`config.mk`:
```
export PLATFORM = sky130hd
export DESIGN_NAME = adc_result_fifo
export DESIGN_NICKNAME = d
export VERILOG_FILES = /design/src/rtl/adcq_pkg.sv /design/src/rtl/adcq_store.sv /design/src/rtl/adcq_busy.sv /design/src/rtl/adcq_flags.sv /design/src/rtl/adcq_status.sv /design/src/rtl/adc_result_fifo.sv
export SDC_FILE = /design/constraint.sdc
export NUM_CORES = 1
export LEC_CHECK = 0
export BUFFER_PORTS_ARGS = -buffer_cell sky130_fd_sc_hd__buf_2
export CORE_ASPECT_RATIO = 1.25
export CORE_MARGIN = 1
export CORE_UTILIZATION = 45
export DETAILED_ROUTE_END_ITERATION = 8
export GPL_TIMING_DRIVEN = 0
export SLEW_MARGIN = 20
export SYNTH_ARGS = -nofsm -noshare
export SYNTH_HDL_FRONTEND = slang
export SYNTH_HIERARCHICAL = 1
export SYNTH_SLANG_ARGS = --single-unit
```
`constraint.sdc`:
```
create_clock -name clk -period 5.4 [get_ports clk]
set_input_delay 0 -clock clk [delete_from_list [all_inputs] [get_ports clk]]
set_output_delay 0 -clock clk [all_outputs]
set_load 0.1 [all_outputs]
```
`src/rtl/adcq_pkg.sv`:
```
package adcq_pkg;
   // Status register bit positions decoded by host software
   localparam int unsigned STAT_AVAIL_BIT = 0;
   localparam int unsigned STAT_OVF_BIT   = 1;
   localparam int unsigned STAT_OVR_BIT   = 2;
   localparam int unsigned STAT_MIN_W     = 3;

   typedef struct packed {
      logic ovr;
      logic ovf;
      logic avail;
   } adcq_flags_t;
endpackage

```
`src/rtl/adcq_store.sv`:
```
module adcq_store #(
   parameter int unsigned DATA_W = 12,
   parameter int unsigned DEPTH  = 16,
   localparam int unsigned PTR_W = $clog2(DEPTH),
   localparam int unsigned LVL_W = PTR_W + 1
) (
   input  logic              clk,
   input  logic              rst_n,
   input  logic              flush_i,
   input  logic              wr_i,
   input  logic [DATA_W-1:0] wdata_i,
   input  logic              rd_i,
   output logic [DATA_W-1:0] rdata_o,
   output logic [LVL_W-1:0]  level_o,
   output logic              drop_o
);
   logic [DATA_W-1:0] mem_q [DEPTH];
   logic [PTR_W-1:0]  wptr_q, rptr_q;
   logic [LVL_W-1:0]  lvl_q;
   logic              full_w, empty_w, rd_go, wr_go;

   assign full_w  = (lvl_q == LVL_W'(DEPTH));
   assign empty_w = (lvl_q == '0);
   // read served first, so a full queue can accept a write alongside a read
   assign rd_go   = rd_i && !empty_w && !flush_i;
   assign wr_go   = wr_i && !flush_i && (!full_w || rd_go);
   assign drop_o  = wr_i && !flush_i && full_w && !rd_go;

   always_ff @(posedge clk or negedge rst_n) begin
      if (!rst_n) begin
         wptr_q  <= '0;
         rptr_q  <= '0;
         lvl_q   <= '0;
         rdata_o <= '0;
      end else if (flush_i) begin
         wptr_q <= '0;
         rptr_q <= '0;
         lvl_q  <= '0;
      end else begin
         if (rd_go) begin
            rdata_o <= mem_q[rptr_q];
            rptr_q  <= rptr_q + 1'b1;
         end
         if (wr_go) wptr_q <= wptr_q + 1'b1;
         case ({wr_go, rd_go})
            2'b10:   lvl_q <= lvl_q + 1'b1;
            2'b01:   lvl_q <= lvl_q - 1'b1;
            default: lvl_q <= lvl_q;
         endcase
      end
   end

   always_ff @(posedge clk) begin
      if (wr_go) mem_q[wptr_q] <= wdata_i;
   end

   assign level_o = lvl_q;
endmodule

```
`src/rtl/adcq_busy.sv`:
```
module adcq_busy (
   input  logic clk,
   input  logic rst_n,
   input  logic flush_i,
   input  logic start_i,
   input  logic done_i,
   output logic busy_o,
   output logic overrun_o
);
   // a start with a simultaneous done means the earlier conversion ended
   assign overrun_o = start_i && busy_o && !done_i && !flush_i;

   always_ff @(posedge clk or negedge rst_n) begin
      if (!rst_n)        busy_o <= 1'b0;
      else if (flush_i)  busy_o <= 1'b0;
      else if (start_i)  busy_o <= 1'b1;
      else if (done_i)   busy_o <= 1'b0;
   end
endmodule

```
`src/rtl/adcq_flags.sv`:
```
module adcq_flags (
   input  logic clk,
   input  logic rst_n,
   input  logic clr_i,
   input  logic set_ovf_i,
   input  logic set_ovr_i,
   output logic ovf_o,
   output logic ovr_o
);
   always_ff @(posedge clk or negedge rst_n) begin
      if (!rst_n) begin
         ovf_o <= 1'b0;
         ovr_o <= 1'b0;
      end else if (clr_i) begin
         ovf_o <= 1'b0;
         ovr_o <= 1'b0;
      end else begin
         ovf_o <= ovf_o | set_ovf_i;
         ovr_o <= ovr_o | set_ovr_i;
      end
   end
endmodule

```
`src/rtl/adcq_status.sv`:
```
module adcq_status
   import adcq_pkg::*;
#(
   parameter int unsigned STATUS_W    = 8,
   parameter bit          STATUS_SNAP = 1'b1
) (
   input  logic                clk,
   input  logic                rst_n,
   input  logic                rd_i,
   input  adcq_flags_t         flags_i,
   output logic [STATUS_W-1:0] status_o
);
   logic [STATUS_W-1:0] live;

   always_comb begin
      live                 = '0;
      live[STAT_AVAIL_BIT] = flags_i.avail;
      live[STAT_OVF_BIT]   = flags_i.ovf;
      live[STAT_OVR_BIT]   = flags_i.ovr;
   end

   generate
      if (STATUS_SNAP) begin : g_snap
         logic [STATUS_W-1:0] snap_q;
         always_ff @(posedge clk or negedge rst_n) begin
            if (!rst_n)    snap_q <= '0;
            else if (rd_i) snap_q <= live;
         end
         assign status_o = snap_q;
      end else begin : g_gated
         assign status_o = rd_i ? live : '0;
      end
   endgenerate
endmodule

```
`src/rtl/adc_result_fifo.sv`:
```
module adc_result_fifo
   import adcq_pkg::*;
#(
   parameter int unsigned DATA_W      = 12,
   parameter int unsigned DEPTH       = 16,
   parameter int unsigned STATUS_W    = 8,
   parameter bit          STATUS_SNAP = 1'b1
) (
   input  logic                clk,
   input  logic                rst_n,
   input  logic                conv_start_i,
   input  logic                conv_done_i,
   input  logic [DATA_W-1:0]   conv_data_i,
   input  logic                fifo_rd_i,
   input  logic                stat_rd_i,
   input  logic                clear_i,
   output logic [DATA_W-1:0]   fifo_rdata_o,
   output logic [STATUS_W-1:0] status_o
);
   localparam int unsigned LVL_W = $clog2(DEPTH) + 1;

   generate
      if (DEPTH < 2 || (DEPTH & (DEPTH - 1)) != 0) begin : g_bad_depth
         $error("DEPTH must be a power of two of at least 2");
      end
      if (STATUS_W < STAT_MIN_W) begin : g_bad_stat
         $error("STATUS_W too narrow for the flag bits");
      end
      if (DATA_W < 1) begin : g_bad_data
         $error("DATA_W must be positive");
      end
   endgenerate

   logic [LVL_W-1:0] level;
   logic             drop, busy, overrun_evt, ovf, ovr;
   adcq_flags_t      flags;

   adcq_store #(.DATA_W(DATA_W), .DEPTH(DEPTH)) u_store (
      .clk     (clk),
      .rst_n   (rst_n),
      .flush_i (clear_i),
      .wr_i    (conv_done_i),
      .wdata_i (conv_data_i),
      .rd_i    (fifo_rd_i),
      .rdata_o (fifo_rdata_o),
      .level_o (level),
      .drop_o  (drop)
   );

   adcq_busy u_busy (
      .clk       (clk),
      .rst_n     (rst_n),
      .flush_i   (clear_i),
      .start_i   (conv_start_i),
      .done_i    (conv_done_i),
      .busy_o    (busy),
      .overrun_o (overrun_evt)
   );

   adcq_flags u_flags (
      .clk       (clk),
      .rst_n     (rst_n),
      .clr_i     (clear_i),
      .set_ovf_i (drop),
      .set_ovr_i (overrun_evt),
      .ovf_o     (ovf),
      .ovr_o     (ovr)
   );

   assign flags.avail = (level != '0);
   assign flags.ovf   = ovf;
   assign flags.ovr   = ovr;

   adcq_status #(.STATUS_W(STATUS_W), .STATUS_SNAP(STATUS_SNAP)) u_status (
      .clk      (clk),
      .rst_n    (rst_n),
      .rd_i     (stat_rd_i),
      .flags_i  (flags),
      .status_o (status_o)
   );
endmodule

```
==> out/metrics.csv, run 1 <==
stage,metric,value,unit
status,outcome,completed,
critical_path,Startpoint Class,flop,
power,Peak supply drop,239.6,µV
cts,Clock Sinks,223,
cts,Post-CTS Resized,0,
critical_path,Reg2Reg Setup Slack,2.71,ns
cts,clock tree buffer depth,3,
layout,"Area growth, synth to finish",17.15,%
routing,Initial DRC Count,318,
cts,clk root buf,clkbuf_16,
logic_synthesis,warning count from the yosys run,6,
place,I/O Buffers,33,
floorplan,FP Rows,57,
sta,slew margin rel.,33.63,%
grt,vias in the first global route,4640,
critical_path,worst path required time,5.81,ns
logic_synthesis,Synth Register Bits,223,
routing,final wirelength,18580,µm
min_path,HP Class,input pin to asynchronous set/reset pin,
routing,WL/cell,22.97,µm
layout,most frequent cells in the layout,"edfxtp_1, mux4_2, buf_2",
routing,drt pass-1 iters,4,
critical_path,FF-to-FF End,u_store/level_o[4]$_DFFE_PN0P_,
floorplan,die area,20450,µm²
sta,Final Max Slew Viols,0,
sta,crit path time final,2.685,ns
sta,final setup vio count,0,
floorplan,I/O Pins,39,
logic_synthesis,combinational family with the most area after synthesis,multiplexers,
logic_synthesis,mux cell area share after synthesis,17.58,%
logic_synthesis,dominant cells by area after synthesis,"edfxtp_1, mux4_2, dfrtp_1",
critical_path,Crit Path Category,flop to flop,
layout,layout cells sized above 1,33.46,%
routing,Via density,5.436,
grt,largest net degree at the start of global routing,32,
logic_synthesis,Yosys top cell by area,edfxtp_1,
sta,Final Hold Fails,0,
power,PD cells,469.3,nW/µm²
logic_synthesis,Syn Inst Count,438,
logic_synthesis,synthesized-area fraction occupied by adder cells,0.9790,%
sta,worst setup margin,2.715,ns
cts,post-cts hold buffer count,19,
grt,first-pass GRT wire length,28270,µm
floorplan,core area,19470,µm²
layout,antenna cells,0,
place,routability congestion estimate,0.7353,
floorplan,Chip Width,128.1,µm
cts,clock slew at reported path FFs,0.06,ns
floorplan,Initial Util,45.95,%
critical_path,Setup crit end kind,flop,
routing,# DRC,0,
grt,Overflow after GRT,0,
sta,setup TNS,0,ns
job,Max-Cap Viols,0,
sta,final worst-path cycle share,49.73,%
critical_path,Reg2Reg Depth,10,
grt,Overall Global Routing Usage,19.34,%
critical_path,Worst Path Arrival,3.09,ns
critical_path,crit-path max FO,7,
layout,Final nets,556,
layout,"commonest non-fill, non-tap cell in the layout",edfxtp_1,
grt,antenna violations before repair,0,
logic_synthesis,Mean Syn Cell Area,20.42,µm²
power,Static Leak,3.581,nW
sta,skew final,0.007480,ns
layout,Fillers,1517,
logic_synthesis,xor and xnor fraction of the mapped netlist area,0.5874,%
cts,CTS Buf Count,22,
sta,Max Freq,0.3724,GHz
cts,H-tree levels,1,
place,dpl ws,2.749,ns
logic_synthesis,post-synthesis async set-or-reset flop share,13.90,%
logic_synthesis,Synth cell types,42,
logic_synthesis,area of the mapped netlist,8946,µm²
floorplan,Die Ht,159.6,µm
sta,Worst-Margin Slew,0.9956,ns
logic_synthesis,sequential fraction of the synthesis area,73.12,%
sta,RSZ-0062 raised after global routing,false,
critical_path,worst r2r src,u_store/level_o[0]$_DFFE_PN0P_,
cts,clk_lat worst skew,0.50,ns
logic_synthesis,dominant synthesized flop cell,edfxtp_1,
routing,DR vias,4398,
cts,postcts setup bufs,0,
cts,CTS tree,built,
logic_synthesis,post-synthesis simple-gate area fraction,3.986,%
logic_synthesis,Compound-Gate Fraction of Synth Area,1.678,%
logic_synthesis,"EDFF count, synth",192,
logic_synthesis,post-synth top area share,64.45,%
routing,post-route ant nets,0,
place,hpwl dp,11740,µm
final cells by class:
cell class	count	area, µm²	share of cell area (%)
tap	265	331.6	3.164
clock buffer	26	606.8	5.790
clock inverter	12	100.1	0.9551
buffer	27	147.6	1.409
sequential	223	6541	62.42
timing repair buffer	64	445.4	4.250
inverter	9	33.78	0.3223
multi-input combinational	183	2273	21.69
Yosys cell counts (6+ instances only):
cell / count
a21oi_1: 7
and2_1: 8
buf_2: 7
buf_4: 6
clkbuf_1: 12
dfrtp_1: 31
edfxtp_1: 192
ha_1: 7
inv_1: 9
mux2_2: 15
mux4_2: 60
nand2_1: 7
nor2_1: 14
metal layers:
layer	GRT usage, %	wire [µm]	up-vias
li1	-	-	1952
met1	25.96	7829	2294
met2	32.34	9399	118
met3	2.613	785	34
met4	7.166	564	0
met5	0	0	-
metrics by stage:
stage / util, % / std cells / power [mW] / hold slack (ns) / instance area (µm²)
finish: 53.83 / 809 / 4.918 / 0.1422 / 10480
global route: 53.83 / 809 / 5.115 / 0.2108 / 10480
CTS: 53.83 / 809 / 4.970 / 0.1707 / 10480
detailed placement: 49.22 / 752 / 3.457 / 0.1591 / 9583
global placement: 48.58 / 740 / 3.425 / 0.1433 / 9458
floorplan: - / 442 / 3.146 / -0.2956 / 8961
worst max-delay path: stages (launching register included):
cell,delay [ns]
dfrtp_1,0.47
or4_1,0.57
buf_6,0.16
o21ai_2,0.19
xnor2_1,0.10
ha_1,0.24
o31ai_1,0.09
nand2b_1,0.08
a31oi_1,0.35
a221oi_1,0.09
nor4bb_1,0.26
sequential cells by signal (all words and copies together), names as in the netlist:
signal,cells
u_flags/ovf_o,1
u_store/rptr_q,4
u_status/status_o,3
u_store/level_o,5
u_busy/busy_o,1
u_store/wptr_q,4
u_store/mem_q,192
u_flags/ovr_o,1
u_store/rdata_o,12
report_power, final:
part / internal [mW] / switching (mW) / total, mW
clock: 0.889 / 0.615 / 1.50
combinational: 0.528 / 0.867 / 1.40
sequential: 1.96 / 0.0573 / 2.02
worst max path at each step:
stage / slack (ns) / end / start
6_report: 2.71 / u_store/level_o[4]$_DFFE_PN0P_ / u_store/level_o[0]$_DFFE_PN0P_
3_3_place_gp: 1.36 / u_store/mem_q[0][2]$_DFFE_PP_ / u_store/level_o[4]$_DFFE_PN0P_
2_1_floorplan: 2.85 / u_store/mem_q[0][0]$_DFFE_PP_ / u_store/level_o[4]$_DFFE_PN0P_
4_1_cts: 2.73 / u_store/level_o[4]$_DFFE_PN0P_ / u_store/level_o[0]$_DFFE_PN0P_
5_1_grt: 2.53 / u_store/level_o[4]$_DFFE_PN0P_ / u_store/level_o[0]$_DFFE_PN0P_
3_5_place_dp: 2.75 / u_store/level_o[4]$_DFFE_PN0P_ / u_store/level_o[0]$_DFFE_PN0P_
logic make-up after synthesis:
| kind of cell | Yosys count |
|---|---|
| buffers and inverters | 36 |
| other | 1 |
| AND/OR/NAND/NOR | 64 |
| multiplexers | 79 |
| XOR/XNOR | 6 |
| AO/OA/AOI/OAI | 22 |
| adder cells (fa/ha/maj) | 7 |
| flip-flops | 223 |
Power figures use the tool's default switching activity.
==> inputs of run 2 (changes only) <==
Settings changed: ABC_AREA set to 1.
Clock period 5.4 ns to 2.6 ns, I/O delays scaled along.
==> out/metrics.csv, run 2 <==
stage,metric,value,unit,change
layout,layout cells sized above 1,13.57,%,was 33.46%
logic_synthesis,Mean Syn Cell Area,12.78,µm²,was 20.42 µm²
logic_synthesis,sequential fraction of the synthesis area,72.32,%,was 73.12%
routing,# DRC,1,,was 0
logic_synthesis,dominant synthesized flop cell,edfxtp_1,,unchanged
floorplan,core area,19540,µm²,was 19470 µm²
critical_path,Worst Path Arrival,2.60,ns,was 3.09 ns
logic_synthesis,"EDFF count, synth",192,,unchanged
routing,post-route ant nets,0,,unchanged
place,Inst Count DP,1010,,was 752
routing,final wirelength,23950,µm,was 18580 µm
logic_synthesis,area of the mapped netlist,9045,µm²,was 8946 µm²
power,P_sw,3.866,mW,was 1.539 mW
status,outcome,"finished, violations left",,was completed
place,dpl ws,-0.1850,ns,was 2.749 ns
cts,clk_lat worst skew,0.50,ns,about the same
floorplan,Initial Util,46.29,%,was 45.95%
place,I/O Buffers,33,,unchanged
logic_synthesis,post-synth top area share,63.74,%,was 64.45%
cts,CTS tree,built,,unchanged
place,routability congestion estimate,0.9033,,was 0.7353
grt,antenna violations before repair,0,,unchanged
floorplan,I/O Pins,39,,unchanged
floorplan,die area,20670,µm²,was 20450 µm²
power,switching fraction of total power,37.36,%,was 31.30%
layout,Final nets,815,,was 556
sta,final setup vio count,0,,unchanged
layout,Largest Register,u_store/mem_q,,unchanged
power,Static Leak,3.570,nW,was 3.581 nW
floorplan,Chip Width,128.8,µm,was 128.1 µm
layout,"commonest non-fill, non-tap cell in the layout",edfxtp_1,,unchanged
layout,"Area growth, synth to finish",15.47,%,was 17.15%
cts,postcts setup bufs,0,,unchanged
logic_synthesis,Synth Register Bits,223,,unchanged
sta,Final Hold Fails,0,,unchanged
critical_path,Setup crit end kind,flop,,unchanged
sta,skew final,0.007246,ns,was 0.007480 ns
routing,WL/cell,22.42,µm,was 22.97 µm
sta,Final Max Slew Viols,0,,unchanged
logic_synthesis,Post-synth top cells,"edfxtp_1, nor2_1, o21ai_0, nand2_1, nand3_1",,"was edfxtp_1, mux4_2, dfrtp_1, mux2_2, nor2_1"
power,Comb power frac,30.7,%,was 28.4%
place,hpwl dp,15850,µm,was 11740 µm
logic_synthesis,Syn Inst Count,708,,was 438
floorplan,FP Rows,57,,unchanged
power,P_int,6.482,mW,was 3.379 mW
sta,Hold WS,0.05446,ns,was 0.1422 ns
status,failing checks,design-rule violations,,
sta,Worst-Margin Slew,0.7915,ns,was 0.9956 ns
sta,slew margin rel.,47.18,%,was 33.63%
cts,Clock Sinks,223,,unchanged
sta,RSZ-0062 raised after global routing,false,,unchanged
grt,vias in the first global route,5981,,was 4640
logic_synthesis,cell with the most instances after synthesis,edfxtp_1,,unchanged
routing,DR vias,6157,,was 4398
layout,most frequent cells in the layout,"edfxtp_1, nor2_1, o21ai_0",,"was edfxtp_1, mux4_2, buf_2"
layout,antenna cells,0,,unchanged
place,dpl cell area,9584,µm²,was 9583 µm²
power,overall power,10.35,mW,was 4.918 mW
grt,Overflow after GRT,0,,unchanged
layout,fin area,10440,µm²,was 10480 µm²
sta,final worst-path cycle share,95.31,%,was 49.73%
layout,number of flip-flops in the largest register,192,,unchanged
logic_synthesis,post-synthesis async set-or-reset flop share,13.90,%,unchanged
cts,H-tree levels,1,,unchanged
power,PD cells,990.8,nW/µm²,was 469.3 nW/µm²
min_path,HP Class,input pin to flop,,was input pin to asynchronous set/reset pin
sta,worst setup margin,0.1220,ns,was 2.715 ns
critical_path,worst path required time,2.72,ns,was 5.81 ns
routing,Via density,5.765,,was 5.436
job,Max-Cap Viols,0,,unchanged
sta,crit path time final,2.478,ns,was 2.685 ns
power,sequential share of power,41.5,%,was 41.1%
critical_path,Startpoint Class,flop,,unchanged
floorplan,Die Ht,160.5,µm,was 159.6 µm
grt,Overall Global Routing Usage,23.83,%,was 19.34%
logic_synthesis,dominant cells by area after synthesis,"edfxtp_1, dfrtp_1, o21ai_0",,"was edfxtp_1, mux4_2, dfrtp_1"
layout,fin cells,1068,,was 809
critical_path,crit-path max FO,12,,was 7
logic_synthesis,warning count from the yosys run,6,,unchanged
logic_synthesis,Synth cell types,32,,was 42
cts,clk root buf,clkbuf_16,,unchanged
grt,largest net degree at the start of global routing,32,,unchanged
critical_path,Crit Path Category,flop to flop,,unchanged
routing,Initial DRC Count,519,,was 318
power,Clock power frac,27.8,%,was 30.6%
sta,Max Freq,0.4036,GHz,was 0.3724 GHz
power,Peak supply drop,734.7,µV,was 239.6 µV
logic_synthesis,Yosys top cell by area,edfxtp_1,,unchanged
cts,clock slew at reported path FFs,0.06,ns,about the same
grt,first-pass GRT wire length,35940,µm,was 28270 µm
cts,clock tree buffer depth,3,,unchanged
routing,drt pass-1 iters,7,,was 4
cts,CTS Buf Count,22,,unchanged
run 2: cell count changes after synthesis, moves of 11 or more:
cell / previous run / this run
inv_1: 9 / 23
nand2_1: 7 / 46
mux2_2: 15 / 0
nand3_1: 5 / 33
o221ai_1: 0 / 29
nor2_1: 14 / 123
o211ai_1: 0 / 19
o21ai_0: 3 / 105
o21a_1: 2 / 13
o22ai_1: 0 / 19
mux4_2: 60 / 0
clkbuf_1: 12 / 27
run 2: what timing repair did:
item	4_1_cts	5_1_grt
endpoints found under the hold margin	238	0
endpoints found under the setup margin	60	12
hold buffers	20	0
gates resized for setup	5	1
run 2: critical path, stage by stage, from the launching register on:
cell and delay [ns]:
dfrtp_1 0.48, nor2_2 0.09, nand3_2 0.13, nand3_4 0.13
a21oi_4 0.29, nand2_1 0.30, nor2_2 0.68
run 2: power groups by stage:
stage,Combinational (mW),Sequential (mW),Clock (mW)
floorplan,1.44,5.04,0
global placement,3.05,4.36,0
detailed placement,3.11,4.37,0
CTS,3.15,4.29,2.93
global route,3.37,4.32,3.07
finish,3.18,4.29,2.88
run 2: per-layer routing:
| metal | wire length (µm) | up-vias | track usage [%] |
|---|---|---|---|
| li1 | - | 2773 | - |
| met1 | 9916 | 3097 | 32.60 |
| met2 | 11920 | 249 | 39.71 |
| met3 | 1507 | 38 | 2.732 |
| met4 | 599 | 0 | 7.647 |
| met5 | 0 | - | 0 |
run 2: final timing paths:
check | start | to | slack (ns) | depth (start not counted)
worst max-delay path | u_store/level_o[0]$_DFFE_PN0P_ | u_store/mem_q[7][9]$_DFFE_PP_ | 0.12 | 6
worst min-delay path | conv_done_i | u_store/level_o[3]$_DFFE_PN0P_ | 0.05 | 5
worst max register to register | u_store/level_o[0]$_DFFE_PN0P_ | u_store/mem_q[7][9]$_DFFE_PP_ | 0.12 | 6
worst min register to register | u_status/status_o[0]$_DFFE_PN0P_ | u_status/status_o[0]$_DFFE_PN0P_ | 0.48 | 2
max in group asynchronous | rst_n | u_store/level_o[1]$_DFFE_PN0P_ | 2.06 | 2
min in group asynchronous | rst_n | u_store/rdata_o[7]$_DFFE_PN0P_ | 0.09 | 2
run 2: stage by stage:
stage / utilization, % / TNS, ns
final: 53.44 / 0
after global routing: 53.44 / 0
after CTS: 53.42 / 0
after detailed placement: 49.05 / -6.148
after global placement: 48.91 / -12.12
after floorplan: - / 0
run 2: area by class of cell:
| cell class | instances | area, µm² |
|---|---|---|
| clock buffer | 27 | 590.6 |
| multi-input combinational | 418 | 2255 |
| buffer | 45 | 211.5 |
| timing repair buffer | 53 | 365.4 |
| inverter | 26 | 97.59 |
| fill | 1677 | 9097 |
| tap | 265 | 331.6 |
| sequential | 223 | 6541 |
| clock inverter | 11 | 51.30 |
run 2: cell families (layout without fill, tap and decap cells):
kind of cell	Yosys count	after routing	synth area share (%)
and+or+nand+nor	213	213	9.863
AOI/OAI and AO/OA	192	192	13.29
adders and majority gates	7	7	0.9683
DFF	223	223	72.32
xor gates and xnor gates	1	1	0.09685
other	1	5	0.04146
buffers and inverters	71	162	3.417
